--- src/rtl/serial_reg_pkg.sv ---
package serial_reg_pkg;
  localparam int DATA_W = 8;
  localparam int ADDR_W = 2;

  localparam logic [ADDR_W-1:0] OFF_DATA   = 2'd0;
  localparam logic [ADDR_W-1:0] OFF_STATUS = 2'd1;
  localparam logic [ADDR_W-1:0] OFF_CMD    = 2'd2;
  localparam logic [ADDR_W-1:0] OFF_FMT    = 2'd3;

  // one-cycle strobes from the decode/control side into the datapath
  typedef struct packed {
    logic wrData;
    logic wrStatus;
    logic wrCmd;
    logic wrFmt;
    logic rdData;
    logic rdStatus;
  } regStrobes_t;
endpackage

--- src/rtl/serial_reg_ctrl.sv ---
module serial_reg_ctrl
  import serial_reg_pkg::*;
(
  input  logic              busWr,
  input  logic              busRd,
  input  logic [ADDR_W-1:0] busAddr,
  input  logic [3:0]        cmdLow,
  input  logic              rxFull,
  input  logic              txEmpty,
  input  logic              modemChg,
  output regStrobes_t       strobes,
  output logic              irqActive,
  output logic              irqN,
  output logic              dtrN,
  output logic              rtsN,
  output logic              rxEnable
);
  logic masterOn;
  logic rxIrqOn;
  logic txIrqOn;

  assign masterOn = cmdLow[0];
  assign rxIrqOn  = ~cmdLow[1];
  assign txIrqOn  = (cmdLow[3:2] == 2'b01);

  always_comb begin
    strobes          = '0;
    strobes.wrData   = busWr && (busAddr == OFF_DATA);
    strobes.wrStatus = busWr && (busAddr == OFF_STATUS);
    strobes.wrCmd    = busWr && (busAddr == OFF_CMD);
    strobes.wrFmt    = busWr && (busAddr == OFF_FMT);
    strobes.rdData   = busRd && !busWr && (busAddr == OFF_DATA);
    strobes.rdStatus = busRd && !busWr && (busAddr == OFF_STATUS);
  end

  assign irqActive = masterOn &&
                     (modemChg || (rxFull && rxIrqOn) || (txEmpty && txIrqOn));
  assign irqN      = ~irqActive;
  assign dtrN      = ~masterOn;
  assign rtsN      = (cmdLow[3:2] == 2'b00);
  assign rxEnable  = masterOn;
endmodule

--- src/rtl/serial_reg_dp.sv ---
module serial_reg_dp
  import serial_reg_pkg::*;
#(
  parameter int SYNC_STAGES = 2
) (
  input  logic              clk,
  input  logic              rstN,
  input  regStrobes_t       strobes,
  input  logic [ADDR_W-1:0] busAddr,
  input  logic [DATA_W-1:0] busWdata,
  output logic [DATA_W-1:0] busRdata,
  input  logic              irqActive,
  input  logic              rxValid,
  input  logic [DATA_W-1:0] rxByte,
  input  logic              rxFrameErr,
  input  logic              rxParityErr,
  input  logic              txTake,
  input  logic              carrierN,
  input  logic              readyN,
  output logic [DATA_W-1:0] cmdReg,
  output logic [DATA_W-1:0] fmtReg,
  output logic [DATA_W-1:0] txHold,
  output logic              rxFull,
  output logic              txEmpty,
  output logic              modemChg,
  output logic [DATA_W-1:0] statusWord
);
  localparam int LAST = SYNC_STAGES - 1;

  logic [DATA_W-1:0] rxHold;
  logic              overrun, frameErr, parityErr;
  logic [1:0]        syncQ [SYNC_STAGES];
  logic [1:0]        modemPrev;
  logic              modemEdge;

  // modem input synchroniser: {carrier, ready}
  for (genvar g = 0; g < SYNC_STAGES; g++) begin : gSync
    if (g == 0) begin : gFirst
      always_ff @(posedge clk or negedge rstN)
        if (!rstN) syncQ[g] <= 2'b11;
        else       syncQ[g] <= {carrierN, readyN};
    end else begin : gNext
      always_ff @(posedge clk or negedge rstN)
        if (!rstN) syncQ[g] <= 2'b11;
        else       syncQ[g] <= syncQ[g-1];
    end
  end

  assign modemEdge = (syncQ[LAST] != modemPrev);

  always_ff @(posedge clk or negedge rstN) begin
    if (!rstN) begin
      modemPrev <= 2'b11;
      modemChg  <= 1'b0;
    end else begin
      modemPrev <= syncQ[LAST];
      if (modemEdge)                              modemChg <= 1'b1;
      else if (strobes.rdStatus || strobes.wrStatus) modemChg <= 1'b0;
    end
  end

  // command and line-format bytes
  always_ff @(posedge clk or negedge rstN) begin
    if (!rstN) begin
      cmdReg <= '0;
      fmtReg <= '0;
    end else begin
      if (strobes.wrCmd)         cmdReg      <= busWdata;
      else if (strobes.wrStatus) cmdReg[4:0] <= 5'b0;
      if (strobes.wrFmt)         fmtReg      <= busWdata;
    end
  end

  // transmit holding register
  always_ff @(posedge clk or negedge rstN) begin
    if (!rstN) begin
      txHold  <= '0;
      txEmpty <= 1'b1;
    end else if (strobes.wrData) begin
      txHold  <= busWdata;
      txEmpty <= 1'b0;
    end else if (txTake) begin
      txEmpty <= 1'b1;
    end
  end

  // receive holding register and per-byte error flags
  always_ff @(posedge clk or negedge rstN) begin
    if (!rstN) begin
      rxHold    <= '0;
      rxFull    <= 1'b0;
      overrun   <= 1'b0;
      frameErr  <= 1'b0;
      parityErr <= 1'b0;
    end else if (rxValid && cmdReg[0]) begin
      rxHold    <= rxByte;
      overrun   <= rxFull;
      frameErr  <= rxFrameErr;
      parityErr <= rxParityErr;
      rxFull    <= 1'b1;
    end else begin
      if (strobes.rdData)   rxFull  <= 1'b0;
      if (strobes.wrStatus) overrun <= 1'b0;
    end
  end

  assign statusWord = {irqActive, syncQ[LAST], ~txEmpty ? 1'b0 : 1'b1,
                       rxFull, overrun, frameErr, parityErr};

  always_comb begin
    unique case (busAddr)
      OFF_DATA:   busRdata = rxHold;
      OFF_STATUS: busRdata = statusWord;
      OFF_CMD:    busRdata = cmdReg;
      default:    busRdata = fmtReg;
    endcase
  end
endmodule

--- src/rtl/serial_reg_block.sv ---
module serial_reg_block
  import serial_reg_pkg::*;
#(
  parameter int SYNC_STAGES = 2
) (
  input  logic              clk,
  input  logic              rstN,
  input  logic              busWr,
  input  logic              busRd,
  input  logic [ADDR_W-1:0] busAddr,
  input  logic [DATA_W-1:0] busWdata,
  output logic [DATA_W-1:0] busRdata,
  input  logic              rxValid,
  input  logic [DATA_W-1:0] rxByte,
  input  logic              rxFrameErr,
  input  logic              rxParityErr,
  output logic              rxEnable,
  input  logic              txTake,
  output logic [DATA_W-1:0] txByte,
  output logic              txPending,
  input  logic              carrierN,
  input  logic              readyN,
  output logic              dtrN,
  output logic              rtsN,
  output logic              irqN,
  output logic [2:0]        parityMode,
  output logic              echoOn,
  output logic [DATA_W-1:0] frameCfg
);
  regStrobes_t       strobes;
  logic [DATA_W-1:0] cmdReg;
  logic [DATA_W-1:0] statusWord;
  logic              rxFull, txEmpty, modemChg, irqActive;

  serial_reg_ctrl i_ctrl (
    .busWr    (busWr),
    .busRd    (busRd),
    .busAddr  (busAddr),
    .cmdLow   (cmdReg[3:0]),
    .rxFull   (rxFull),
    .txEmpty  (txEmpty),
    .modemChg (modemChg),
    .strobes  (strobes),
    .irqActive(irqActive),
    .irqN     (irqN),
    .dtrN     (dtrN),
    .rtsN     (rtsN),
    .rxEnable (rxEnable)
  );

  serial_reg_dp #(.SYNC_STAGES(SYNC_STAGES)) i_dp (
    .clk        (clk),
    .rstN       (rstN),
    .strobes    (strobes),
    .busAddr    (busAddr),
    .busWdata   (busWdata),
    .busRdata   (busRdata),
    .irqActive  (irqActive),
    .rxValid    (rxValid),
    .rxByte     (rxByte),
    .rxFrameErr (rxFrameErr),
    .rxParityErr(rxParityErr),
    .txTake     (txTake),
    .carrierN   (carrierN),
    .readyN     (readyN),
    .cmdReg     (cmdReg),
    .fmtReg     (frameCfg),
    .txHold     (txByte),
    .rxFull     (rxFull),
    .txEmpty    (txEmpty),
    .modemChg   (modemChg),
    .statusWord (statusWord)
  );

  assign txPending  = ~txEmpty;
  assign parityMode = cmdReg[7:5];
  assign echoOn     = cmdReg[4];
endmodule

--- config.mk ---
export PLATFORM = sky130hd
export DESIGN_NAME = serial_reg_block
export DESIGN_NICKNAME = d
export VERILOG_FILES = /design/src/rtl/serial_reg_pkg.sv /design/src/rtl/serial_reg_ctrl.sv /design/src/rtl/serial_reg_dp.sv /design/src/rtl/serial_reg_block.sv
export SDC_FILE = /design/constraint.sdc
export NUM_CORES = 1
export LEC_CHECK = 0
export CELL_PAD_IN_SITES_DETAIL_PLACEMENT = 2
export CELL_PAD_IN_SITES_GLOBAL_PLACEMENT = 2
export CORE_ASPECT_RATIO = 0.75
export CORE_MARGIN = 5
export CORE_UTILIZATION = 34
export CTS_BUF_LIST = sky130_fd_sc_hd__clkbuf_2
export DETAILED_ROUTE_END_ITERATION = 16
export PLACE_DENSITY = 0.88
export SLEW_MARGIN = 20
export SYNTH_ARGS = -nofsm -noshare
export SYNTH_HDL_FRONTEND = slang
export SYNTH_SLANG_ARGS = --single-unit
--- constraint.sdc ---
create_clock -name clk -period 2.05 [get_ports clk]
set_clock_uncertainty 0.1 [all_clocks]
set_input_delay 0.41 -clock clk [delete_from_list [all_inputs] [get_ports clk]]
set_output_delay 0.41 -clock clk [all_outputs]
set_load 0.01 [all_outputs]
==> flow_summary.ini <==
[setup_path]
slowest_delay_ns = 0.60
reg2regPathDepth = 4
worstReg2RegStart = i_dp.cmdReg[0]
crit_type = reg2out
cpMaxStageDelayCell = dfstp_2
cp_max_fo = 2
worstPathArrival_ns = 1.71
cp-start-kind = register
reg2reg_to = i_dp.rxHold[2]
crit_path_cell_trace = and3b_2 > o311ai_4 > a21oi_2 > buf_4
cp.required_ns = 1.54
rrSetupSlack_ns = 0.57
endpoint_kind = primary output

[detailed_routing]
vias = 1558
drt-initial-drc-count = 79
drt_first_pass_iters = 4
wl_per_cell_um = 25.0
routed_via_density = 5.11
final_antenna_net_count = 0
routed_wirelength_um = 7630
post-route-drc-count = 0

[pwr]
leakagePower_nw = 1.37
ir_drop_mv = 0.412
power.density_nw_per_um2 = 863

[finish]
nFillCells = 518
layout-drive-gt1-share_pct = 47.0
n_antenna_cell = 0
num-nets-final = 257
post-route-util_pct = 55.3
multi_input_comb_area_um2 = 777
fin_area_um2 = 2990
area.growth.synth_to_final_pct = 55.1
register_area_um2 = 1110
final_common_cell = clkdlybuf4s50_1
layout_common_cells = clkdlybuf4s50_1 (38), dfrtp_1 (35), buf_4 (31), mux2_2 (29), buf_6 (12)

[clock_tree]
htree_levels = 2
cts_tree = yes
clock_sinks = 44
path_clk_slew_ns = 0.25
cts_inserted_buffers = 5
clock_latency_ns = 0.45
root_buffer = clkbuf_2
clockBufferDepth = 2

[global_route]
grt_pass1_wl_um = 12100
grt-ovfl-total = 0
antenna_found_initial = 0
grtUsageTotal_pct = 22.5
grt_max_degree = 28
grt_pass1_vias = 1911

[timing]
layout_worst_path_cycle_share_pct = 108
finalSetupViolations = 7
setup-tns-final_ns = -0.702
hold_viol_final = 0
rsz0062_at_grt = true
max_freq_mhz = 450
slew_violations = 0
fin_ws_ns = -0.170
fin_crit_ns = 2.22
worst_pin_slew_ns = 0.822
slew_headroom_pct = 44.6

[place]
dp_hpwl_um = 4820
gp_congestion = 0.825
io_buffers = 60
place_area_um2 = 2750

[die]
die_width_um = 97.0
die-area_um2 = 7300
die_y_um = 75.2
rows = 23
core-area_um2 = 5410
initial_core_util_pct = 35.7
ioPinCount = 61

[status]
outcome = finished with violations
violations = setup timing

[run]
drv_cap = 0

[synth]
yosys_warnings = 0
synth-seq-cells = 44
yosysSeqAreaShare_pct = 57.5
synth_cell_types = 25
syn_inst = 131
synth.avg_cell_area_um2 = 14.7
syn-cell-area_um2 = 1930
syn_nets = 159

[min_path]
min_path_type = in2reg
hp-start = readyN
min_path_cells = 1
hold_end = i_dp.syncQ[2]
state kept, by name, summed over array words and instances, names as in the netlist:
register,cells
i_dp.fmtReg,8
i_dp.syncQ,2
i_dp.statusWord,2
i_dp.rxHold,8
i_dp.rxFull,1
i_dp.txEmpty,1
i_dp.modemChg,1
i_dp.cmdReg,8
i_dp.modemPrev,2
i_dp.parityErr,1
i_dp.overrun,1
i_dp.frameErr,1
i_dp.txHold,8
kinds of logic (layout without fill, tap and decap cells):
| family | Yosys count | in the layout | synth area share, % |
|---|---|---|---|
| AOI/OAI and AO/OA | 20 | 20 | 7.91 |
| DFF | 44 | 44 | 57.5 |
| muxes | 36 | 36 | 25.1 |
| buffers and inverters | 12 | 111 | 3.50 |
| xor gates and xnor gates | 2 | 2 | 0.908 |
| and+or+nand+nor | 17 | 17 | 5.06 |
metal layers:
metal | share of wire (%) | vias up | track usage (%)
met2 | 53 | 54 | 41.5
met5 | 0 | - | 0
met4 | 2.0 | 0 | 7.17
met3 | 5.0 | 13 | 5.19
li1 | - | 678 | -
met1 | 40 | 813 | 26.7
synth_stat cells, drive strengths merged:
| cell | count | area (um2) |
|---|---|---|
| a21oi | 2 | 10.0 |
| a22o | 10 | 87.6 |
| a31o | 1 | 8.76 |
| and2b | 1 | 7.51 |
| and3b | 1 | 8.76 |
| buf | 8 | 52.6 |
| dfrtp | 37 | 926 |
| dfstp | 7 | 184 |
| inv | 4 | 15.0 |
| mux2 | 29 | 327 |
| mux4 | 7 | 158 |
| nand2 | 4 | 15.0 |
| nand2b | 1 | 6.26 |
| nand3 | 2 | 15.0 |
| nor2 | 6 | 22.5 |
| nor2b | 1 | 6.26 |
| nor3 | 1 | 16.3 |
| o211ai | 1 | 7.51 |
| o21a | 1 | 7.51 |
| o21ai | 3 | 15.0 |
| o311ai | 1 | 8.76 |
| o31ai | 1 | 7.51 |
| xnor2 | 2 | 17.5 |
final cells by class:
class	instances	share of cell area, %
Clock buffer	7	1.17
Clock inverter	1	0.125
Inverter	4	0.502
Multi-Input combinational cell	75	26.0
Sequential cell	44	37.2
Tap cell	75	3.14
Timing Repair Buffer	99	31.9
how the worst max path moves through the flow:
stage                       end          from  cells past startpoint
finish              busRdata[7]  i_dp.txEmpty                      4
global route        busRdata[7]  i_dp.txEmpty                      4
CTS                 busRdata[7]  i_dp.txEmpty                      4
detailed placement  busRdata[7]    busAddr[1]                      7
global placement    busRdata[7]    busAddr[1]                      7
floorplan           busRdata[0]    busAddr[1]                      3
worst max-delay path: cells and delay by family (launching register included):
kind,cells,cell delay [ns]
simple gates,1,0.22
buf+inv,1,0.15
compound gates,2,0.27
flops,1,0.60
power by group:
group	switching, mW	internal (mW)
registers	0.130	1.05
logic	0.387	0.593
clock network	0.326	0.0910
total	0.843	1.74
what timing repair did:
action	in CTS	in global routing
endpoints found under the hold margin	18	0
gates cloned	2	0
setup buffers	12	1
setup endpoints to repair	13	18
gates resized for setup	53	23
pin swaps	3	2
hold buffers	1	0
stage by stage:
step                setup WS, ns  std cells  hold slack, ns  total power [mW]
finish                    -0.170        305           0.244              2.58
global route              -0.247        305           0.211              2.70
CTS                       -0.121        304           0.251              2.48
detailed placement        -0.584        281           0.255              2.06
global placement          -0.550        281           0.247              2.00
floorplan                  0.381        131          0.0144              1.54
Note: power is estimated with default switching activity, not from simulation.
